--- config.mk ---
export PLATFORM = sky130hd
export DESIGN_NAME = can_mode_seq
export DESIGN_NICKNAME = d
export VERILOG_FILES = /design/src/rtl/can_mode_pkg.sv /design/src/rtl/can_idle_counter.sv /design/src/rtl/can_mode_fsm.sv /design/src/rtl/can_mode_outputs.sv /design/src/rtl/can_mode_seq.sv
export SDC_FILE = /design/constraint.sdc
export NUM_CORES = 1
export LEC_CHECK = 0
export ABC_AREA = 1
export BUFFER_PORTS_ARGS = -buffer_cell sky130_fd_sc_hd__buf_2
export CORE_MARGIN = 1
export CORE_UTILIZATION = 45
export CTS_CLUSTER_SIZE = 24
export DETAILED_ROUTE_END_ITERATION = 8
export PLACE_DENSITY_LB_ADDON = 0.3
export SYNTH_ARGS = -nofsm -noshare
export SYNTH_HDL_FRONTEND = slang
export SYNTH_HIERARCHICAL = 1
export SYNTH_SLANG_ARGS = --single-unit
--- constraint.sdc ---
create_clock -name clk -period 1.4 [get_ports clk]
set_input_delay 0.28 -clock clk [delete_from_list [all_inputs] [get_ports clk]]
set_output_delay 0.28 -clock clk [all_outputs]
set_load 0.01 [all_outputs]
--- src/rtl/can_mode_pkg.sv ---
`timescale 1ns/1ps
package can_mode_pkg;
  typedef enum logic [1:0] {
    MODE_SLEEP  = 2'd0,
    MODE_INIT   = 2'd1,
    MODE_SYNC   = 2'd2,
    MODE_NORMAL = 2'd3
  } can_mode_e;
endpackage

--- src/rtl/can_idle_counter.sv ---
`timescale 1ns/1ps
// Counts consecutive recessive samples taken at the sample-point strobe.
module can_idle_counter #(
  parameter int IDLE_BITS = 11,
  localparam int CNT_W = $clog2(IDLE_BITS + 1)
) (
  input  logic clk,
  input  logic rst,
  input  logic en,
  input  logic strobe,
  input  logic rx,
  output logic done
);
  logic [CNT_W-1:0] cnt_q;

  always_ff @(posedge clk) begin
    if (rst || !en) begin
      cnt_q <= '0;
    end else if (strobe) begin
      if (!rx)
        cnt_q <= '0;
      else if (cnt_q != CNT_W'(IDLE_BITS))
        cnt_q <= cnt_q + 1'b1;
    end
  end

  assign done = (cnt_q == CNT_W'(IDLE_BITS));

  AST_DOMINANT_CLEARS: assert property (@(posedge clk) disable iff (rst)
    (en && strobe && !rx) |=> (cnt_q == '0));

  AST_NO_STROBE_HOLDS: assert property (@(posedge clk) disable iff (rst)
    (en && !strobe) |=> $stable(cnt_q));

  AST_COUNT_BOUNDED: assert property (@(posedge clk) disable iff (rst)
    cnt_q <= CNT_W'(IDLE_BITS));
endmodule

--- src/rtl/can_mode_fsm.sv ---
`timescale 1ns/1ps
// Mode state and next-mode decision.
module can_mode_fsm
  import can_mode_pkg::*;
(
  input  logic      clk,
  input  logic      rst,
  input  logic      init_req,
  input  logic      sleep_req,
  input  logic      idle_done,
  output can_mode_e mode_q,
  output can_mode_e mode_nxt,
  output logic      from_init_nxt,
  output logic      sync_active
);
  logic from_init_q;

  always_comb begin
    mode_nxt      = mode_q;
    from_init_nxt = from_init_q;
    if (init_req) begin
      mode_nxt = MODE_INIT;
    end else if (sleep_req) begin
      mode_nxt = MODE_SLEEP;
    end else begin
      unique case (mode_q)
        MODE_SLEEP: begin
          mode_nxt      = MODE_SYNC;
          from_init_nxt = 1'b0;
        end
        MODE_INIT: begin
          mode_nxt      = MODE_SYNC;
          from_init_nxt = 1'b1;
        end
        MODE_SYNC:   if (idle_done) mode_nxt = MODE_NORMAL;
        MODE_NORMAL: mode_nxt = MODE_NORMAL;
      endcase
    end
  end

  always_ff @(posedge clk) begin
    if (rst) begin
      mode_q      <= MODE_SLEEP;
      from_init_q <= 1'b0;
    end else begin
      mode_q      <= mode_nxt;
      from_init_q <= from_init_nxt;
    end
  end

  assign sync_active = (mode_q == MODE_SYNC);

  AST_INIT_PRIORITY: assert property (@(posedge clk) disable iff (rst)
    init_req |=> (mode_q == MODE_INIT));

  AST_NORMAL_AFTER_IDLE: assert property (@(posedge clk) disable iff (rst)
    $rose(mode_q == MODE_NORMAL) |-> $past(idle_done));

  AST_NORMAL_NEVER_RESYNCS: assert property (@(posedge clk) disable iff (rst)
    (mode_q == MODE_NORMAL) |=> (mode_q != MODE_SYNC));
endmodule

--- src/rtl/can_mode_outputs.sv ---
`timescale 1ns/1ps
// Registered decode of the next mode into acknowledge and pin controls.
module can_mode_outputs
  import can_mode_pkg::*;
(
  input  logic      clk,
  input  logic      rst,
  input  can_mode_e mode_q,
  input  can_mode_e mode_nxt,
  input  logic      from_init_nxt,
  input  logic      filter_init,
  output logic      init_ack,
  output logic      sleep_ack,
  output logic      tx_en,
  output logic      rx_en,
  output logic      tx_force_rec,
  output logic      pullup_en
);
  logic nxt_normal;
  logic mode_entered;

  assign nxt_normal   = (mode_nxt == MODE_NORMAL);
  assign mode_entered = (mode_nxt != mode_q) && (mode_nxt != MODE_SYNC);

  always_ff @(posedge clk) begin
    if (rst) begin
      init_ack     <= 1'b0;
      sleep_ack    <= 1'b1;
      tx_en        <= 1'b0;
      rx_en        <= 1'b0;
      tx_force_rec <= 1'b1;
      pullup_en    <= 1'b1;
    end else begin
      init_ack     <= (mode_nxt == MODE_INIT) ||
                      ((mode_nxt == MODE_SYNC) && from_init_nxt);
      sleep_ack    <= (mode_nxt == MODE_SLEEP) ||
                      ((mode_nxt == MODE_SYNC) && !from_init_nxt);
      tx_en        <= nxt_normal;
      rx_en        <= nxt_normal && !filter_init;
      tx_force_rec <= !nxt_normal;
      if (mode_entered)
        pullup_en <= 1'b0;
    end
  end

  AST_ACK_EXCLUSIVE: assert property (@(posedge clk) disable iff (rst)
    !(init_ack && sleep_ack));

  AST_TX_EN_IN_NORMAL: assert property (@(posedge clk) disable iff (rst)
    tx_en == (!init_ack && !sleep_ack));

  AST_FORCE_REC_OFF_NORMAL: assert property (@(posedge clk) disable iff (rst)
    tx_force_rec != tx_en);

  AST_RX_NEEDS_TX: assert property (@(posedge clk) disable iff (rst)
    rx_en |-> tx_en);

  AST_FILTER_BLOCKS_RX: assert property (@(posedge clk) disable iff (rst)
    filter_init |=> !rx_en);

  AST_PULLUP_STICKY: assert property (@(posedge clk) disable iff (rst)
    !pullup_en |=> !pullup_en);
endmodule

--- src/rtl/can_mode_seq.sv ---
`timescale 1ns/1ps
module can_mode_seq
  import can_mode_pkg::*;
#(
  parameter int IDLE_BITS = 11
) (
  input  logic clk,
  input  logic rst,
  input  logic init_req,
  input  logic sleep_req,
  input  logic filter_init,
  input  logic sample_strobe,
  input  logic rx_in,
  output logic init_ack,
  output logic sleep_ack,
  output logic tx_en,
  output logic rx_en,
  output logic tx_force_rec,
  output logic pullup_en
);
  can_mode_e mode_q;
  can_mode_e mode_nxt;
  logic      from_init_nxt;
  logic      sync_active;
  logic      idle_done;

  can_idle_counter #(.IDLE_BITS(IDLE_BITS)) i_idle (
    .clk    (clk),
    .rst    (rst),
    .en     (sync_active),
    .strobe (sample_strobe),
    .rx     (rx_in),
    .done   (idle_done)
  );

  can_mode_fsm i_fsm (
    .clk           (clk),
    .rst           (rst),
    .init_req      (init_req),
    .sleep_req     (sleep_req),
    .idle_done     (idle_done),
    .mode_q        (mode_q),
    .mode_nxt      (mode_nxt),
    .from_init_nxt (from_init_nxt),
    .sync_active   (sync_active)
  );

  can_mode_outputs i_out (
    .clk           (clk),
    .rst           (rst),
    .mode_q        (mode_q),
    .mode_nxt      (mode_nxt),
    .from_init_nxt (from_init_nxt),
    .filter_init   (filter_init),
    .init_ack      (init_ack),
    .sleep_ack     (sleep_ack),
    .tx_en         (tx_en),
    .rx_en         (rx_en),
    .tx_force_rec  (tx_force_rec),
    .pullup_en     (pullup_en)
  );

  AST_SLEEP_REQ_TAKES: assert property (@(posedge clk) disable iff (rst)
    (sleep_req && !init_req) |=> (sleep_ack && !init_ack));

  AST_INIT_REQ_TAKES: assert property (@(posedge clk) disable iff (rst)
    init_req |=> (init_ack && !sleep_ack));
endmodule

Word-level counts from Yosys, hierarchy flattened
Cells that the tools add are included.

word-level totals
  input bits = 7
  register bits = 13
  output and inout port bits = 6
  word-level logic and storage cells = 45

operators by class
  muxes and demuxes = 9
  add/subtract/negate cells = 1
  eq/ne operators = 11
  reductions and logical operators = 15

operators by type and width
  kind                                                    count
  equality test 2 bit (second input constant)             4
  two-way mux 4 bit                                       2
  two-way mux 2 bit                                       3
  case mux 2 bit (3 select lines)                         1
  adder 4 x 1 -> 4 bit (second input constant)            1
  equality test 2 x 1 -> 1 bit (second input constant)    2
  equality test 4 bit (second input constant)             1
  logical AND 1 bit                                       4
  zero test 1 bit                                         4
  zero test 2 bit                                         2
  inequality test 4 bit (second input constant)           1
  logical OR 1 bit                                        3
  two-way mux 1 bit                                       2
  inequality test 2 x 1 -> 1 bit (second input constant)  1
  inequality test 2 bit                                   1
  inequality test 2 bit (second input constant)           1
  case mux 1 bit (2 select lines)                         1
  AND reduction 2 bit                                     1
  OR reduction 2 bit                                      1

Depth between registers and ports, before layout
Gate-level depths: netlist (run 1).

  depth after elaboration = 8
  depth in mapped cells = 13
  depth with buffers taken out = 13

By module
The synthesis (run 1) kept the hierarchy.

by module, submodules not included
  module            cells an instance  area an instance (µm²)  sequential area each (µm²)  instances
  can_idle_counter  40                 262.8                   80.1                        1
  can_mode_outputs  27                 219.0                   120.1                       1
  can_mode_fsm      22                 152.6                   60.1                        1

Worst setup path after synthesis (run 1)
Ideal clock, no wire load.

  kind = reg2reg
  start = register i_idle.cnt_q[0]
  end = register i_out.pullup_en
  stages on the path, launching flop included = 13
  path slack = 0.037 ns
  buffers on the path = 0
  period minus slack after synthesis = 1.363 ns
  data required time = 1.288 ns
  library setup time = 0.112 ns
  arrival = 1.251 ns
  cells stage by stage = dfxtp_1 > ha_1 > nand2_1 > nor2_1 > inv_1 > nand2_1 > nand2_1 > nand2_1 > nand2_2 > nor2_1 > nor2_1 > nand2_1 > nand2_1

on the way
  word-level cells in the longest chain between the ends = 7
  elaborated cells between the ends (all ways) = 8
  classes of those cells = 3 x eq/ne; 4 x mux; 1 x reduce/logical

RTL lines
  item                                 RTL line                RTL
  from (decl)                          can_idle_counter.sv:14  logic [CNT_W-1:0] cnt_q;
  from (signal assigned)               can_idle_counter.sv:23  cnt_q <= cnt_q + 1'b1;
  equality test 4 bit (*)              can_idle_counter.sv:27  assign done = (cnt_q == CNT_W'(IDLE_BITS));
  net idle_done                        can_mode_seq.sv:25      logic idle_done;
  two-way mux 2 bit (*)                can_mode_fsm.sv:35      MODE_SYNC: if (idle_done) mode_nxt = MODE_NORMAL;
  case mux 2 bit (3 select lines) (*)  can_mode_fsm.sv:26      unique case (mode_q)
  two-way mux 2 bit (*)                can_mode_fsm.sv:23      end else if (sleep_req) begin
  two-way mux 2 bit (*)                can_mode_fsm.sv:21      if (init_req) begin
  net mode_nxt[0]                      can_mode_seq.sv:22      can_mode_e mode_nxt;
  inequality test 2 bit                can_mode_outputs.sv:23  assign mode_entered = (mode_nxt != mode_q) && (mode_nxt != MODE_SYNC);
  logical AND 1 bit (*)                can_mode_outputs.sv:23
  to (signal assigned)                 can_mode_outputs.sv:32  pullup_en <= 1'b1;
  to (signal assigned)                 can_mode_outputs.sv:42  pullup_en <= 1'b0;
  to (decl)                            can_mode_outputs.sv:17  output logic pullup_en

Mark *: on every way through the listed nets, which the timed path passes. The rest lies on a longest branch.
A chain may end at the register's enable or synchronous reset.

Worst setup path in the final report (run 1)
Ends and elaborated chain as after synthesis.

==> results.md, run 1 <==
- Overflow after GRT: 0
- # DRC: 0
- Most common cell in the netlist: nand2_1
- DR vias/cell: 4.50
- Clock-pin slew on the worst setup and hold paths: 80 ps
- Starting DRT DRC Count: 17
- Syn-to-layout area delta: 26.8%
- Synth Area in Compound Gates: 0.0394
- Num ports: 13
- Initial antenna violation count: 0
- Synth top area share: 0.410
- Tot Pwr: 0.000717 W
- Required time worst endpoint: 1580 ps
- Total CTS buffers: 3
- Tmin final: 1300 ps
- WL final: 1110 µm
- Die H: 39.5 µm
- Yosys warns: 6
- # port buffers: 12
- Post-synthesis mux area share: 0
- Post-synthesis sequential area ratio: 0.410
- Status: complete, no violations
- Mapped Nets: 97
- Tcrit/Tclk final: 0.928
- Top cells by instance count after synthesis: nand2_1 (20), inv_1 (14), dfxtp_1 (13)
- Worst hold path type: input pin to flop
- CTS max path bufs: 2
- Most Crowded Layer GR: met2
- Met3 usage: 0.0511
- Critical Path Sink: i_out/pullup_en
- Final GP Congestion: 0.679
- Count of final hold-check violations: 0
- Post-synth EDFFs: 0
- Xor and xnor area share after synthesis: 0
- Share of cells above drive strength 1: 0.394
- Met1 global-route usage: 0.182
- Leakage: 0.409 nW
- Diode count: 0
- Util after Layout: 0.618
- Main combinational cell family by area after synthesis: simple AND/OR/NAND/NOR gates
- Pwr per Cell Area: 892 nW/µm²
- Simple-gate portion of the synthesized area: 0.418
- Clock root buffer: clkbuf_4
- Core ar.: 1300 µm²
- Synth unique cells: 19
- H-tree levels: 1
- Synth async-reset ratio: 0
- Maxcap violations: 0
- Largest net degree at the start of global routing: 9
- Syn Area/Cell: 7.13 µm²
- Via count: 558
- Main area contributors after synthesis: dfxtp_1 (41%), nand2_1 (12%), inv_1 (8.3%)
- CP max FO: 4
- Drt pass-1 iters: 4
- #FFs+latches synth: 13
- Reg2reg end: i_out/pullup_en
- HPWL Detailed: 849 µm
- Worst-margin pin slew: 243 ps
- Via count of the first global-routing pass: 456
- Synth Flop Type: dfxtp_1
- CP Capture Type: flop
- Cells after Synth: 89
- Max-slew headroom: 0.838
- Clk_skew: 6.11 ps
- Antenna viol nets, final: 0
- Startpoint types: flop
- WP data arrival: 1480 ps
- Nets: 118
- Die W: 39.5 µm
- WL/cell: 8.91 µm
- Die area: 1560 µm²
- Mapped Area: 634 µm²
- Setup Viol. Count Final: 0
- Critical R2R Launch: i_idle/cnt_q[0]
- R2R cell count: 12
- Initial Utilization: 0.487
- CTS sink count: 13
- CTS tree: built
- Worst-Skew Late Latency: 280 ps
- Max Freq: 769 MHz
- First-pass GRT wire length: 1720 µm
- WS Path Type: flop to flop
- Pins Over Slew Limit: 0
- Worst hold slack: 154 ps
- Crit path launch: i_idle/cnt_q[0]
- Core Rows: 13
- GRT met2 Usage: 0.279
- Synth Area in Adders: 0.0197
- Worst R2R Setup Slack: 100 ps
- Max IR drop VDD: 0.593 mV
- Leading area contributor after synthesis: dfxtp_1
- Total GRT Usage: 0.171
[metal layers]
layer  vias up  share of wire  wire length (µm)
li1        306              -                 -
met5         -              0                 0
met4         0          0.022                24
met2        10           0.48               525
met3         4          0.034                38
met1       238           0.47               516
[stage by stage]
step	area, µm²	setup WS, ps	cells	setup TNS [ps]
2_1_floorplan	634	37.2	89	0
5_1_grt	805	-34.0	124	-34.0
4_1_cts	762	15.6	123	0
3_3_place_gp	736	66.2	119	0
3_5_place_dp	736	19.5	119	0
6_report	805	100	124	0
[cells by family after synthesis]
kind of cell	count (synthesis)
and+or+nand+nor	51
adders and majority gates	1
buffers and inverters	19
DFF	13
AOI/OAI and AO/OA	5
[worst max-delay path, stage by stage (launching register included)]
cell,delay [ps]
dfxtp_2,360
ha_4,140
nand2_2,40
nor2_1,90
inv_1,40
nand2_1,70
nand2_2,70
nand2_4,100
nand2_4,70
nor2_2,90
nor2_1,50
nand2_1,50
nand2_1,40
[power breakdown]
group	switching (W)	total [W]	internal, W
Sequential	0.00000641	0.000390	0.000383
Clock	0.000124	0.000234	0.000111
Combinational	0.0000580	0.0000933	0.0000353
Total	0.000188	0.000717	0.000529
[worst min-delay path by stage]
stage | cells past startpoint | start | endpoint
after global placement | 2 | filter_init | i_out/rx_en
after floorplan | 1 | filter_init | i_out/rx_en
after global routing | 2 | filter_init | i_out/rx_en
final | 2 | filter_init | i_out/rx_en
after detailed placement | 2 | filter_init | i_out/rx_en
after CTS | 2 | filter_init | i_out/rx_en
[state kept, by name, indices dropped and copies added, names as in the netlist]
register / cells
i_out/init_ack: 1
i_idle/cnt_q: 4
i_out/rx_en: 1
i_out/sleep_ack: 1
i_out/pullup_en: 1
i_fsm/mode_q: 2
i_out/tx_en: 1
i_fsm/from_init_q: 1
i_out/tx_force_rec: 1
[cells in the final DEF (no fill, tap or decap), types with 2 or more instances in the layout]
cell,count
nand3_1,3
nor2_1,11
nand2_4,2
dfxtp_2,2
nor2_2,4
nand2_2,7
a21oi_1,3
clkbuf_4,3
buf_4,4
nand2_1,17
inv_1,14
dfxtp_1,11
inv_2,4
nor2_4,2
buf_2,12
[cell type report]
cell class	instances	area, µm²
fill	141	497
tap	15	18.8
multi-input combinational	57	335
clock buffer	4	26.3
timing repair buffer	16	90.1
inverter	19	71.3
sequential	13	263
[what timing repair did]
action | 4_1_cts | 5_1_grt
setup buffers | 0 | 1
hold buffers | 0 | 0
resized for setup | 0 | 10
endpoints found under the setup margin | 0 | 5
Power figures use the tool's default switching activity.
==> inputs of run 2 (changes only) <==
--- a/config.mk
+++ b/config.mk
@@ -5,12 +5,11 @@
 export SDC_FILE = /design/constraint.sdc
 export NUM_CORES = 1
 export LEC_CHECK = 0
-export ABC_AREA = 1
 export BUFFER_PORTS_ARGS = -buffer_cell sky130_fd_sc_hd__buf_2
-export CORE_MARGIN = 1
-export CORE_UTILIZATION = 45
+export CORE_AREA = 2 2 39 41
 export CTS_CLUSTER_SIZE = 24
 export DETAILED_ROUTE_END_ITERATION = 8
+export DIE_AREA = 0 0 41 43
 export PLACE_DENSITY_LB_ADDON = 0.3
 export SYNTH_ARGS = -nofsm -noshare
 export SYNTH_HDL_FRONTEND = slang
==> constraint.sdc (replaced) <==
create_clock -name clk -period 1.53 [get_ports clk]
set_input_delay 0.306 -clock clk [delete_from_list [all_inputs] [get_ports clk]]
set_output_delay 0.306 -clock clk [all_outputs]
set_load 0.01 [all_outputs]
==> run 2 against run 1 <==
Net effect: first-iteration DRC count is 41% lower; largest cell class unchanged; worst hold slack better by 38 ps; largest power group unchanged; sequential share of layout area is 3.9 points higher; clock skew is 1.4 ps lower; final area is 11% lower; global-route usage is 3.1 points lower; worst setup slack worse by 69 ps; non-clock buffer count is 1 lower; die area is 13% higher.
==> results.md, run 2 <==
- H-tree levels: 1
- WS Path Type: flop to flop
- Mapped Nets: 68
- Cells after Synth: 60
- Total CTS buffers: 3
- Synth async-reset ratio: 0
- Initial antenna violation count: 0
- Setup TNS: 0 ps
- DR vias/cell: 4.92
- Reg2reg end: i_out/pullup_en
- Initial Utilization: 0.411
- Crit path depth: 7
- Maxcap violations: 0
- CTS max path bufs: 2
- Slowest cell on crit path: dfxtp_2
- Core Rows: 14
- Crit-path cells: ha_2 -> and3b_2 -> o211ai_1 -> nand2_2 -> inv_1 -> o221ai_1 -> o21bai_1
- Pins Over Slew Limit: 0
- Max-slew headroom: 0.790
- Leading area contributor after synthesis: dfxtp_1
- Max Freq: 667 MHz
- Worst hold path type: input pin to flop
- CP max FO: 5
- Commonest non-fill, non-tap cells in the layout: buf_2 (12), dfxtp_1 (11), inv_1 (7)
- Final Non-Filler Cells: 95
- Worst R2R Setup Slack: 30 ps
- Count of final hold-check violations: 0
- Post-synth EDFFs: 0
- Antenna viol nets, final: 0
- Final GP Congestion: 0.806
- WP data arrival: 1700 ps
- RSZ-0062 raised after global routing: true
- WL final: 1000 µm
- Main area contributors after synthesis: dfxtp_1 (46%), inv_1 (4.6%), a21oi_1 (4.4%)
- Syn Area/Cell: 9.49 µm²
- Share of cells above drive strength 1: 0.418
- Diode count: 0
- Die W: 41 µm
- Tot Pwr: 0.000627 W
- CP max stage delay: 330 ps
- Die H: 43 µm
- Pwr per Cell Area: 873 nW/µm²
- Largest net degree at the start of global routing: 9
- Die area: 1760 µm²
- Drt pass-1 iters: 3
- Top flop regs: i_idle/cnt_q (4), i_fsm/mode_q (2)
- Leakage: 0.322 nW
- Synth unique cells: 31
- Synth top area share: 0.457
- Clock-pin slew on the worst setup and hold paths: 80 ps
- Critical R2R Launch: i_idle/cnt_q[0]
- Syn-to-layout area delta: 26.2%
- Clock root buffer: clkbuf_4
- Worst-Skew Late Latency: 270 ps
- Nets: 88
- Final Instance Area: 718 µm²
- Core ar.: 1380 µm²
- Synth Flop Type: dfxtp_1
- Util after Layout: 0.519
- Starting DRT DRC Count: 10
- # port buffers: 12
- Mapped Area: 569 µm²
- Placed cell count: 90
- Post-synthesis sequential area ratio: 0.457
- #FFs+latches synth: 13
- Post-DP Area: 664 µm²
- Most common cell after layout, fill and taps aside: buf_2
- Most common cell in the netlist: dfxtp_1
- Yosys warns: 6
- # DRC: 0
- CP Capture Type: flop
- Status: complete, no violations
- Tmin final: 1500 ps
- Setup Viol. Count Final: 0
- Startpoint types: flop
- CTS sink count: 13
- First-pass GRT wire length: 1640 µm
- Worst-margin pin slew: 313 ps
- Via count of the first global-routing pass: 396
- Overflow after GRT: 0
- Bufs and invs on worst path: 1
- Crit path launch: i_idle/cnt_q[0]
- Clk_skew: 4.75 ps
- CTS tree: built
- Via count: 467
- Max reg flops: 4
- WL/cell: 10.5 µm
- Top reg by flops: i_idle/cnt_q
- R2R cell count: 7
- CP delay by family, top: compound AO/OA/AOI/OAI gates
- Tcrit/Tclk final: 0.979
- Total GRT Usage: 0.140
- Critical Path Sink: i_out/pullup_en
- Num ports: 13
- Top cells by instance count after synthesis: dfxtp_1 (13), inv_1 (7), a21oi_1 (5)
- HPWL Detailed: 722 µm
- Required time worst endpoint: 1730 ps
- Max IR drop VDD: 0.323 mV
-- run 2: changes by cell type after synthesis, moves of 3 or more --
| cell | change |
|---|---|
| nor2_1 | -11 |
| inv_1 | -7 |
| nand2b_1 | +3 |
| inv_2 | -4 |
| nand2_1 | -17 |
| nand2_2 | -5 |
-- run 2: layer usage --
| metal | vias up | global-route usage | part of all wire |
|---|---|---|---|
| met2 | 9 | 0.181 | 0.47 |
| met5 | - | 0 | 0 |
| li1 | 249 | - | - |
| met3 | 2 | 0.0314 | 0.050 |
| met1 | 207 | 0.196 | 0.47 |
| met4 | 0 | 0.100 | 0.014 |
-- run 2: repair_timing --
item,in CTS,in global routing
gates resized for setup,0,7
buffers inserted,0,1
hold buffers,0,0
endpoints found under the setup margin,0,6
-- run 2: layout make-up --
type | instances | area, µm²
clock buffers | 4 | 26.3
fillers | 138 | 666
inverters | 7 | 26.3
multi-input cells | 40 | 300
flip-flops and latches | 13 | 263
well taps | 16 | 20.0
repair buffers | 15 | 82.6
-- run 2: metrics by stage --
stage	setup slack, ps	hold slack, ps
6_report	31.4	192
5_1_grt	-50.1	180
4_1_cts	0.555	186
3_5_place_dp	19.8	478
3_3_place_gp	38.2	471
2_1_floorplan	49.5	370
-- run 2: worst min-delay path by stage --
| stage | start | to | slack [ps] | cells past startpoint |
|---|---|---|---|---|
| 3_3_place_gp | i_out/pullup_en | i_out/pullup_en | 470 | 2 |
| 4_1_cts | filter_init | i_out/rx_en | 190 | 2 |
| 6_report | filter_init | i_out/rx_en | 190 | 2 |
| 5_1_grt | filter_init | i_out/rx_en | 180 | 2 |
| 2_1_floorplan | rst | i_fsm/from_init_q | 370 | 1 |
| 3_5_place_dp | filter_init | i_out/rx_en | 480 | 2 |
-- run 2: logic make-up (layout without fill, tap and decap cells) --
logic type	count (synthesis)	in the layout	synth area share
AOI/OAI and AO/OA	14	14	0.169
muxes	1	1	0.0264
and+or+nand+nor	24	24	0.279
DFF	13	13	0.457
buffers and inverters	7	26	0.0462
adders and majority gates	1	1	0.0220
-- run 2: report_power, final --
| part | leakage, nW | internal, W | total (W) | switching (W) |
|---|---|---|---|---|
| Combinational | 0.199 | 0.0000300 | 0.0000630 | 0.0000330 |
| Sequential | 0.107 | 0.000349 | 0.000356 | 0.00000668 |
| Clock | 0.0150 | 0.000101 | 0.000208 | 0.000107 |
